$ cat config.mk
export PLATFORM = sky130hd
export DESIGN_NAME = serial_ctl_slave
export DESIGN_NICKNAME = d
export VERILOG_FILES = /design/src/rtl/ssl_pkg.sv /design/src/rtl/ssl_sync.sv /design/src/rtl/ssl_edge.sv /design/src/rtl/ssl_frame.sv /design/src/rtl/serial_ctl_slave.sv
export SDC_FILE = /design/constraint.sdc
export NUM_CORES = 1
export LEC_CHECK = 0
export BUFFER_PORTS_ARGS = -buffer_cell sky130_fd_sc_hd__buf_2
export CAP_MARGIN = 30
export CORE_UTILIZATION = 42
export CTS_CLUSTER_SIZE = 8
export DETAILED_ROUTE_END_ITERATION = 10
export PLACE_DENSITY = 0.63
export SYNTH_ARGS = -nofsm -noshare
export SYNTH_HDL_FRONTEND = slang
export SYNTH_HIERARCHICAL = 1
export SYNTH_SLANG_ARGS = --single-unit
$ cat constraint.sdc
create_clock -name clk -period 2.3 [get_ports clk]
set_clock_uncertainty 0.2 [all_clocks]
set_input_delay 0.46 -clock clk [delete_from_list [all_inputs] [get_ports clk]]
set_output_delay 0.46 -clock clk [all_outputs]
set_load 0.02 [all_outputs]
$ cat src/rtl/ssl_pkg.sv
package ssl_pkg;
  localparam int HDR_BITS = 9;
  localparam int DATA_W   = 16;
  localparam int DEV_W    = 3;
  localparam int IDX_W    = 5;
  localparam int CNT_W    = $clog2(DATA_W);

  typedef enum logic {
    PH_HDR  = 1'b0,
    PH_DATA = 1'b1
  } phase_e;
endpackage

$ cat src/rtl/ssl_sync.sv
module ssl_sync #(
  parameter int          W       = 1,
  parameter int          STAGES  = 2,
  parameter logic [W-1:0] RST_VAL = '0
) (
  input  logic         clk,
  input  logic         rst_n,
  input  logic [W-1:0] d_i,
  output logic [W-1:0] q_o
);
  logic [W-1:0] stg_q [STAGES];

  for (genvar s = 0; s < STAGES; s++) begin : g_stage
    always_ff @(posedge clk or negedge rst_n) begin
      if (!rst_n) stg_q[s] <= RST_VAL;
      else if (s == 0) stg_q[s] <= d_i;
      else stg_q[s] <= stg_q[(s == 0) ? 0 : s-1];
    end
  end

  assign q_o = stg_q[STAGES-1];
endmodule

$ cat src/rtl/ssl_edge.sv
module ssl_edge (
  input  logic clk,
  input  logic rst_n,
  input  logic lvl_i,
  output logic rise_o
);
  logic prev_q;

  always_ff @(posedge clk or negedge rst_n) begin
    if (!rst_n) prev_q <= 1'b0;
    else        prev_q <= lvl_i;
  end

  assign rise_o = lvl_i & ~prev_q;
endmodule

$ cat src/rtl/ssl_frame.sv
module ssl_frame
  import ssl_pkg::*;
(
  input  logic              clk,
  input  logic              rst_n,
  input  logic              sel_hi_i,
  input  logic              rise_i,
  input  logic              din_i,
  input  logic [DEV_W-1:0]  my_dev_i,
  input  logic [DATA_W-1:0] rdata_i,
  output logic [DEV_W-1:0]  dev_o,
  output logic [IDX_W-1:0]  idx_o,
  output logic              rnw_o,
  output logic [DATA_W-1:0] wdata_o,
  output logic              wr_o,
  output logic              rd_o,
  output logic              err_o,
  output logic              dout_o,
  output logic              doe_o
);
  localparam logic [CNT_W-1:0] HDR_LAST  = CNT_W'(HDR_BITS - 1);
  localparam logic [CNT_W-1:0] DATA_LAST = CNT_W'(DATA_W - 1);

  phase_e            phase_q, phase_n;
  logic [CNT_W-1:0]  cnt_q, cnt_n;
  logic [DATA_W-1:0] shr_q, shr_n, shifted;
  logic [DATA_W-1:0] wdata_q, wdata_n;
  logic [DEV_W-1:0]  dev_q, dev_n;
  logic [IDX_W-1:0]  idx_q, idx_n;
  logic              rnw_q, rnw_n, hit_q, hit_n;
  logic              drive_q, drive_n, dout_q, dout_n, ld_q, ld_n;
  logic              wr_q, wr_n, rd_q, rd_n, err_q, err_n;
  logic [HDR_BITS-1:0] hdr;

  assign shifted = {shr_q[DATA_W-2:0], din_i};
  assign hdr     = shifted[HDR_BITS-1:0];

  always_comb begin
    phase_n = phase_q; cnt_n = cnt_q; shr_n = shr_q; wdata_n = wdata_q;
    dev_n = dev_q; idx_n = idx_q; rnw_n = rnw_q; hit_n = hit_q;
    drive_n = drive_q; dout_n = dout_q;
    ld_n = 1'b0; wr_n = 1'b0; rd_n = 1'b0; err_n = 1'b0;
    if (ld_q) shr_n = rdata_i;
    if (sel_hi_i) begin
      phase_n = PH_HDR; cnt_n = HDR_LAST; shr_n = '0; drive_n = 1'b0;
    end else if (rise_i) begin
      if (phase_q == PH_HDR) begin
        shr_n = shifted;
        if (cnt_q == '0) begin
          dev_n   = hdr[HDR_BITS-1 -: DEV_W];
          rnw_n   = hdr[IDX_W];
          idx_n   = hdr[IDX_W-1:0];
          hit_n   = (hdr[HDR_BITS-1 -: DEV_W] == my_dev_i);
          phase_n = PH_DATA; cnt_n = DATA_LAST; shr_n = '0;
          err_n   = !hit_n;
          rd_n    = hit_n & rnw_n;
          ld_n    = rd_n;
          drive_n = rd_n;
          dout_n  = 1'b0;
        end else begin
          cnt_n   = cnt_q - 1'b1;
          drive_n = 1'b0;
        end
      end else begin
        if (rnw_q) dout_n = shr_q[cnt_q];
        else       shr_n  = shifted;
        if (cnt_q == '0) begin
          phase_n = PH_HDR; cnt_n = HDR_LAST; shr_n = '0;
          if (!rnw_q) begin
            wdata_n = shifted;
            wr_n    = hit_q;
          end
        end else begin
          cnt_n = cnt_q - 1'b1;
        end
      end
    end
  end

  always_ff @(posedge clk or negedge rst_n) begin
    if (!rst_n) begin
      phase_q <= PH_HDR; cnt_q <= HDR_LAST; shr_q <= '0; wdata_q <= '0;
      dev_q <= '0; idx_q <= '0; rnw_q <= 1'b0; hit_q <= 1'b0;
      drive_q <= 1'b0; dout_q <= 1'b0; ld_q <= 1'b0;
      wr_q <= 1'b0; rd_q <= 1'b0; err_q <= 1'b0;
    end else begin
      phase_q <= phase_n; cnt_q <= cnt_n; shr_q <= shr_n; wdata_q <= wdata_n;
      dev_q <= dev_n; idx_q <= idx_n; rnw_q <= rnw_n; hit_q <= hit_n;
      drive_q <= drive_n; dout_q <= dout_n; ld_q <= ld_n;
      wr_q <= wr_n; rd_q <= rd_n; err_q <= err_n;
    end
  end

  assign dev_o = dev_q;  assign idx_o = idx_q;  assign rnw_o = rnw_q;
  assign wdata_o = wdata_q;
  assign wr_o = wr_q;  assign rd_o = rd_q;  assign err_o = err_q;
  assign dout_o = dout_q;  assign doe_o = drive_q;

  AST_STROBE_EXCL: assert property (@(posedge clk) disable iff (!rst_n)
    !(wr_q && rd_q));
  AST_WR_PULSE: assert property (@(posedge clk) disable iff (!rst_n)
    wr_q |=> !wr_q);
  AST_ERR_PULSE: assert property (@(posedge clk) disable iff (!rst_n)
    err_q |=> !err_q);
  AST_OE_ON_HIT_READ: assert property (@(posedge clk) disable iff (!rst_n)
    drive_q |-> (hit_q && rnw_q));
  AST_ABORT_QUIET: assert property (@(posedge clk) disable iff (!rst_n)
    sel_hi_i |=> (!wr_q && !rd_q && !drive_q));
  AST_HDR_COUNT: assert property (@(posedge clk) disable iff (!rst_n)
    (phase_q == PH_HDR) |-> (cnt_q <= HDR_LAST));
endmodule

$ cat src/rtl/serial_ctl_slave.sv
module serial_ctl_slave
  import ssl_pkg::*;
#(
  parameter int SYNC_STAGES = 2
) (
  input  logic              clk,
  input  logic              rst_n,
  input  logic [DEV_W-1:0]  my_dev,
  input  logic              bus_sel_n,
  input  logic              bus_clk,
  input  logic              bus_din,
  output logic              bus_dout,
  output logic              bus_doe,
  output logic [DEV_W-1:0]  reg_dev,
  output logic [IDX_W-1:0]  reg_idx,
  output logic              reg_rnw,
  output logic [DATA_W-1:0] reg_wdata,
  output logic              reg_wr,
  output logic              reg_rd,
  input  logic [DATA_W-1:0] reg_rdata,
  output logic              err_nodev
);
  logic [1:0] rst_q;
  logic       rst_sn;
  logic [2:0] pins_s;
  logic       clk_rise;

  always_ff @(posedge clk or negedge rst_n) begin
    if (!rst_n) rst_q <= 2'b00;
    else        rst_q <= {rst_q[0], 1'b1};
  end
  assign rst_sn = rst_q[1];

  // pins_s = {select, clock, data}; select idles high
  ssl_sync #(.W(3), .STAGES(SYNC_STAGES), .RST_VAL(3'b100)) u_sync (
    .clk(clk), .rst_n(rst_sn),
    .d_i({bus_sel_n, bus_clk, bus_din}), .q_o(pins_s)
  );

  ssl_edge u_edge (
    .clk(clk), .rst_n(rst_sn), .lvl_i(pins_s[1]), .rise_o(clk_rise)
  );

  ssl_frame u_frame (
    .clk(clk), .rst_n(rst_sn),
    .sel_hi_i(pins_s[2]), .rise_i(clk_rise), .din_i(pins_s[0]),
    .my_dev_i(my_dev), .rdata_i(reg_rdata),
    .dev_o(reg_dev), .idx_o(reg_idx), .rnw_o(reg_rnw),
    .wdata_o(reg_wdata), .wr_o(reg_wr), .rd_o(reg_rd), .err_o(err_nodev),
    .dout_o(bus_dout), .doe_o(bus_doe)
  );
endmodule

Word level (Yosys, flattened, before mapping)
Cells that the tools add are included.

word-level totals
  register bits = 61
  input port bits = 24
  word-level logic and storage cells = 74

cells by class
  add/sub/neg operators = 1
  magnitude comparators = 1
  eq/ne operators = 3
  multiplexer cells = 38
  bitwise gates (word level) = 6
  reductions and logical operators = 8

operators with widths
  cell                 count
  $mux 16              7
  $mux 1               25
  $mux 4               5
  $reduce_and 4->1     2
  $lt 4x5->1 const B   1
  $reduce_and 5->1     1
  $bmux 1 s4           1
  $logic_not 4->1      1
  $not 1->1            4
  $reduce_bool 2->1    2
  $sub 4x1->4 const B  1
  $eq 3x3->1           1
  $and 1x1->1          2
  $ne 2x1->1 const B   1
  $ne 2x2->1 const B   1
  $reduce_and 2->1     1
  $logic_not 1->1      1

Longest topological paths before layout
Gate-level depths: netlist (run 1).

  depth after elaboration = 6
  depth in mapped cells = 9
  mapped depth without buffers = 6

Hierarchy
The synthesis (run 1) kept the hierarchy.

modules (own cells, without submodules)
  module            instances  cells an instance  area an instance (µm²)  sequential area each (µm²)
  ssl_frame         1          199                2,423.6                 1,302.5
  ssl_sync          1          9                  175.2                   152.6
  serial_ctl_slave  1          3                  53.8                    50.0
  ssl_edge          1          2                  38.8                    25.0

Worst setup path before layout (run 1)
Ideal clock, no wire load.

  path kind = reg2reg
  start = reg u_frame.cnt_q[1]
  end = reg u_frame.wdata_q[10], in the netlist u_frame/wdata_o[10]
  setup time = 0.125 ns
  arrival = 2.365 ns
  slack = -0.390 ns
  stages on the path, launching flop included = 10
  path buffers = 4
  cells stage by stage = dfrtp_1 -> clkbuf_1 -> inv_1 -> ha_1 -> or3b_1 -> buf_2 -> or4b_4 -> buf_6 -> buf_12 -> mux2_4

on the way
  cells in the longest elaborated chain, start to end = 2

ends and longest elaborated chain
  element                     RTL line         text
  from (decl)                 ssl_frame.sv:25  logic [CNT_W-1:0] cnt_q, cnt_n;
  from (signal assigned)      ssl_frame.sv:87  phase_q <= phase_n; cnt_q <= cnt_n; shr_q <= shr_n; wdata_q <= wdata_n;
  $logic_not 4->1             ssl_frame.sv:67  if (cnt_q == '0) begin
  $reduce_and 5->1 (no line)  -
  to (signal assigned)        ssl_frame.sv:87
  to (decl)                   ssl_frame.sv:27  logic [DATA_W-1:0] wdata_q, wdata_n;

Every way passes these cells.
A chain may end at the register's enable or synchronous reset.

Final worst setup path (run 1)
  start = reg u_frame.cnt_q[1]
  end = reg u_frame.wdata_q[8], in the netlist u_frame/wdata_o[8]

The elaborated chain is that of the path after synthesis.

==> metrics.txt, run 1 <==
pre-CTS WS=-0.04997 ns; RSZ-0062 raised after global routing=no; FF-to-FF path depth=5; first-pass GRT wire length=9.321 mm; sequential fraction of the synthesis area=56.86%; Max Slew Vio Count=0; WL per Instance=15.91 um; DP HPWL=3.862 mm; starting DRC count in detailed routing=84; R2R setup slack=0.04 ns; CP delay by family, top=simple AND/OR/NAND/NOR gates; CP bufs+invs=1; Worst EP required=2.33 ns; critical setup path kind=flop to flop; Total Wirelength=5.776 mm; die area=6732 sq um; via count=1,845; Ys Warns=6; DRC viols=0; Row Count=28; synth unique cells=36; CP max stage cell=or4b_4; FMAX=443.1 MHz; H-tree Lvls=3; total congestion overflow=0; initial antenna violation count=0; gr usage total=19.67%; Net Sw Frac=25.86%; crit-path max FO=6; outcome=complete, no violations; DRT Pass-1 Iters=4; CTS tree=done; dpl cell area=3105 sq um; CP peak stage delay=0.60 ns; Peak VDD IR=518.7 uV; FF-to-FF End=u_frame/wdata_o[8]; P&R area growth vs syn=24.59%; Reg-to-Reg Start=u_frame/cnt_q[1]; Setup-failing EPs final=0; synth top area cells=dfrtp_1 54%, mux2i_1 8.9%, mux2_2 6.7%; final net count=308; clk_lat worst skew=0.34 ns; WP depth=5; NetSw=0.6378 mW; Syn Std Cell Area=2691 sq um; Synth top area share=53.93%; EDFF count, synth=0; Hold Path Class=primary input to flop; fillcell total=551; hold depth=1; fin area=3353 sq um; Syn Nets=238; largest net degree at the start of global routing=25; Max-slew headroom=62.07%; DIE WIDTH=82.05 um; Syn Area/Cell=12.64 sq um; Final Worst Setup Slack=0.04341 ns; Top Ports=54; Leakage=1.479 nW; Hold Startpoint=bus_din; CP Data Arrival Time=2.28 ns; synthesized flop and latch total=61; hold path endpoint=u_sync/stg_q[3]; Port Buffers=53; total clock sinks=61; Post-CTS Setup Bufs=0; core area=6061 sq um; # diodes=0; Final Hold Fails=0; Least-Margin Pin Slew=0.5665 ns; Final period util=98.11%; clock network fraction of total power=37.6%; critical-path cell list=inv_4 -> ha_4 -> or3b_4 -> or4b_4 -> mux2_4; power per cell area=735.6 nW/um^2; vias per cell=5.083; Inserted Clock Buffers=9; Setup crit end kind=flop; Final Util=55.33%; part of the power in registers=48.9%; Final min period=2.257 ns; Post-synth top flop=dfrtp_1; clock buffer depth=2; Pwr Total=2.467 mW; layout cell share with drive strength beyond 1=43.75%; Comb power frac=13.5%; Root Buffer=clkbuf_8; CP Launch Type=flop; Die Ht=82.05 um; Max-Cap Viols=0; initial core utilization=44.41%; worst hold slack=0.02852 ns; dominant cell type by area after synthesis=dfrtp_1; asr flop ratio synth=100.0%; P_int=1.829 mW; clock transition at the registers of the reported paths=0.07 ns; vias in the first global route=1,831; GPL Wtd Cong=0.8560; remaining antenna violation count=0; Post-Syn Instances=213
## layout by cell type, fill, tap and decap left out, drive strengths merged, types with 2 or more instances in the layout
master       synthesis  routed
a311oi               2       2
and3                 2       2
buf                  6      71
clkbuf              10      12
clkinv               0       2
dfrtp               58      58
dfstp                3       3
dlygate4sd3          0       2
inv                  5       5
mux2                25      25
mux2i               24      24
mux4                 2       2
nand2               21      21
nand2b               2       2
nand3                5       5
nor2                 7       7
nor2b                2       2
nor3                 2       2
nor3b                2       2
o211ai               2       2
o21ai               19      19
or4b                 1       3
xor2                 3       3
## worst register-to-register path: stages (launching register included)
cell and delay, ns:
dfrtp_1 0.41, inv_4 0.07, ha_4 0.13, or3b_4 0.42, or4b_4 0.60, mux2_4 0.32
## power by group through the flow
stage	combinational (mW)	clock [mW]	sequential, mW
global route	0.363	1.00	1.22
detailed placement	0.329	0	1.22
global placement	0.325	0	1.22
floorplan	0.134	0	1.29
CTS	0.336	0.957	1.21
finish	0.332	0.928	1.21
## area by class of cell
cell class | count | area [sq um] | area share, %
Sequential cell | 61 | 1531 | 45.67
Multi-Input combinational cell | 133 | 1094 | 32.61
Timing Repair Buffer | 73 | 420.4 | 12.54
Clock buffer | 12 | 145.1 | 4.328
Tap cell | 75 | 93.84 | 2.799
Clock inverter | 4 | 47.55 | 1.418
Inverter | 5 | 21.27 | 0.6343
## synth_stat cells (all sizes together) (2+ instances only)
cell type and n:
mux4 2, dfrtp 58, dfstp 3, a311oi 2, nor3 2, buf 6, nand2 21, and3 2
inv 5, nand3 5, o21ai 19, mux2i 24, o211ai 2, nor3b 2, xor2 3, mux2 25
nor2 7, nor2b 2, nand2b 2, clkbuf 10
## metal layers
metal / vias to the layer above / global-route usage, % / share of wire [%]
li1: 883 / - / -
met1: 906 / 27.00 / 48
met2: 46 / 29.50 / 47
met3: 10 / 4.333 / 3.7
met4: 0 / 9.298 / 1.8
met5: - / 0 / 0
## registers in the layout, indices dropped and copies added (netlist names)
register	cells
u_frame/dev_o	3
rst_q	2
u_frame/err_o	1
u_sync/q_o	3
u_edge/prev_q	1
u_frame/rd_o	1
u_frame/hit_q	1
u_frame/idx_o	5
u_frame/wdata_o	16
u_frame/doe_o	1
u_frame/dout_o	1
u_frame/shr_q	16
u_frame/cnt_q	4
u_frame/rnw_o	1
u_frame/wr_o	1
u_frame/phase_q	1
u_sync/stg_q	3
## worst max path at each step
stage	slack, ns	start	to
2_1_floorplan	-0.24	u_frame/cnt_q[1]	u_frame/wdata_o[10]
6_report	0.04	u_frame/cnt_q[1]	u_frame/wdata_o[8]
4_1_cts	0.001	u_frame/cnt_q[1]	u_frame/wdata_o[12]
3_5_place_dp	-0.05	u_frame/cnt_q[1]	u_frame/wdata_o[6]
5_1_grt	0.002	u_frame/cnt_q[1]	u_frame/wdata_o[1]
3_3_place_gp	-0.02	u_frame/cnt_q[1]	u_frame/wdata_o[8]
## through the flow
step,TNS (ns),cells
6_report,0,363
3_5_place_dp,-0.5796,343
5_1_grt,0,363
3_3_place_gp,-0.1391,343
4_1_cts,0,362
2_1_floorplan,-2.749,213
## kinds of logic (layout without fill, tap and decap cells)
family,Yosys count,in the layout,synth area share (%)
muxes,51,51,22.31
adders and majority gates,1,1,0.4648
and+or+nand+nor,47,49,8.833
buffers and inverters,21,94,4.277
DFF,61,61,56.86
AOI/OAI and AO/OA,27,27,5.811
other,1,1,0.1393
xor gates and xnor gates,4,4,1.302
## repair_timing
item | in CTS | in global routing
setup endpoints to repair | 25 | 12
pin swaps | 1 | 2
endpoints found under the hold margin | 2 | 1
gates cloned | 2 | 0
hold buffers | 1 | 1
gates resized for setup | 4 | 0
Note: power is estimated with default switching activity, not from simulation.
==> run 2: changes to the inputs <==
--- a/config.mk
+++ b/config.mk
@@ -10,7 +10,7 @@
 export CORE_UTILIZATION = 42
 export CTS_CLUSTER_SIZE = 8
 export DETAILED_ROUTE_END_ITERATION = 10
-export PLACE_DENSITY = 0.63
+export PLACE_DENSITY = 0.67
 export SYNTH_ARGS = -nofsm -noshare
 export SYNTH_HDL_FRONTEND = slang
 export SYNTH_HIERARCHICAL = 1
==> metrics.txt, run 2 (synthesis gave the netlist of run 1 again) <==
part of the power in registers=51.9% (was 48.9%); fin area=3263 sq um (was 3353 sq um); total congestion overflow=0 (unchanged); DP HPWL=3.737 mm (was 3.862 mm); total clock sinks=61 (unchanged); commonest non-fill, non-tap cell in the layout=dfrtp_1 (unchanged); Final period util=99.19% (was 98.11%); Inserted Clock Buffers=9 (unchanged); clk_lat worst skew=0.34 ns (about the same); largest net degree at the start of global routing=39 (was 25); fillcell total=535 (was 551); clock network fraction of total power=33.9% (was 37.6%); Peak VDD IR=452.0 uV (was 518.7 uV); Final min period=2.281 ns (was 2.257 ns); DRC viols=0 (unchanged); # diodes=0 (unchanged); layout cell share with drive strength beyond 1=42.50% (was 43.75%); starting DRC count in detailed routing=111 (was 84); M2 GR Usage=27.93% (was 29.50%); P_int=1.682 mW (was 1.829 mW); WL per Instance=15.73 um (was 15.91 um); vias in the first global route=1,778 (was 1,831); DIE WIDTH=82.05 um (unchanged); RSZ-0062 raised after global routing=yes (was no); Port Buffers=53 (unchanged); clock transition at the registers of the reported paths=0.07 ns (about the same); H-tree Lvls=3 (unchanged); Max Slew Vio Count=0 (unchanged); DRT Pass-1 Iters=5 (was 4); Top Ports=54 (unchanged); GPL Wtd Cong=0.7937 (was 0.8560); initial core utilization=44.41% (unchanged); Root Buffer=clkbuf_8 (unchanged); vias per cell=5.211 (was 5.083); via count=1,850 (was 1,845); Final Hold Fails=0 (unchanged); dpl cell area=3073 sq um (was 3105 sq um); clock buffer depth=2 (unchanged); Total Wirelength=5.584 mm (was 5.776 mm); final net count=300 (was 308); initial antenna violation count=0 (unchanged); P&R area growth vs syn=21.25% (was 24.59%); CTS tree=done (unchanged); Net Sw Frac=27.58% (was 25.86%); Setup crit end kind=flop (unchanged); core area=6061 sq um (unchanged); Row Count=28 (unchanged); Leakage=1.433 nW (was 1.479 nW); crit-path max FO=9 (was 6); Comb power frac=14.2% (was 13.5%); Setup-failing EPs final=0 (unchanged); CP Launch Type=flop (unchanged); Max-slew headroom=64.15% (was 62.07%); Die Ht=82.05 um (unchanged); Worst EP required=2.32 ns (was 2.33 ns); Max-Cap Viols=0 (unchanged); power per cell area=711.7 nW/um^2 (was 735.6 nW/um^2); NetSw=0.6405 mW (was 0.6378 mW); gr usage total=18.83% (was 19.67%); FMAX=438.3 MHz (was 443.1 MHz); remaining antenna violation count=0 (unchanged); most used routing layer in global routing=met2 (unchanged); Pwr Total=2.322 mW (was 2.467 mW); met1 Track Usage GR=25.68% (was 27.00%); CP Data Arrival Time=2.31 ns (was 2.28 ns); critical setup path kind=flop to flop (unchanged); outcome=complete, no violations (unchanged); met3 Use GR=5.111% (was 4.333%); die area=6732 sq um (unchanged); first-pass GRT wire length=9.059 mm (was 9.321 mm); Least-Margin Pin Slew=0.5377 ns (was 0.5665 ns); Hold Path Class=primary input to flop (unchanged); most frequent cells in the layout=57 x dfrtp_1, 53 x buf_2, 24 x mux2i_1 (unchanged)
[run 2: path summary, 6_finish.rpt]
kind                                       start            endpoint  slack, ns  cells after the start
worst min-delay path                   bus_sel_n     u_sync/stg_q[5]       0.02                      1
max in group asynchronous               rst_q[1]       u_sync/q_o[2]       1.19                      1
min in group asynchronous               rst_q[1]  u_frame/wdata_o[8]       0.05                      0
worst max-delay path            u_frame/cnt_q[1]  u_frame/wdata_o[6]       0.02                      5
worst max register to register  u_frame/cnt_q[1]  u_frame/wdata_o[6]       0.02                      5
worst min register to register          rst_q[1]  u_frame/wdata_o[8]       0.05                      0
[run 2: timing repair]
item                                   in CTS  in global routing
hold buffers                                1                  0
pin swaps                                   0                  1
buffers inserted                            0                  0
resized for setup                           2                  1
endpoints found under the hold margin       2                  0
gates cloned                                1                  0
setup endpoints to repair                  16                 14
[run 2: per-stage QoR]
| step | hold WS [ns] | std cells | util, % | TNS [ns] | worst slack [ns] |
|---|---|---|---|---|---|
| 2_1_floorplan | -0.03559 | 213 | - | -2.749 | -0.2449 |
| 6_report | 0.02071 | 355 | 53.84 | 0 | 0.01853 |
| 3_3_place_gp | 0.04680 | 337 | 50.70 | 0 | 0.02197 |
| 3_5_place_dp | 0.04634 | 337 | 50.70 | -0.1062 | -0.02422 |
| 5_1_grt | 0.007724 | 355 | 53.84 | -0.1553 | -0.02129 |
| 4_1_cts | 0.008862 | 355 | 53.76 | 0 | 0.01657 |
[run 2: critical path, stage by stage (launching register included)]
cell     delay (ns)
dfrtp_1        0.41
inv_4          0.07
ha_4           0.11
or3b_4         0.40
or4b_4         0.63
mux2_4         0.34
[run 2: area by class of cell]
type | instances | area, sq um | area share, %
repair buffers | 66 | 377.9 | 11.58
multi-input cells | 132 | 1080 | 33.09
well taps | 75 | 93.84 | 2.876
clock inverters | 5 | 27.53 | 0.8436
flip-flops and latches | 61 | 1531 | 46.93
inverters | 5 | 21.27 | 0.6518
clock buffers | 11 | 131.4 | 4.026
[run 2: power groups by stage]
stage	registers (mW)	logic [mW]	clock network [mW]
floorplan	1.29	0.134	0
global placement	1.22	0.321	0
detailed placement	1.22	0.326	0
CTS	1.21	0.331	0.808
global route	1.21	0.355	0.859
finish	1.21	0.330	0.787
[run 2: layer usage]
layer	part of all wire (%)	up-vias	wire [um]
li1	-	866	-
met1	47	937	2639
met2	47	38	2649
met3	3.6	9	200
met4	1.7	0	94
met5	0	-	0
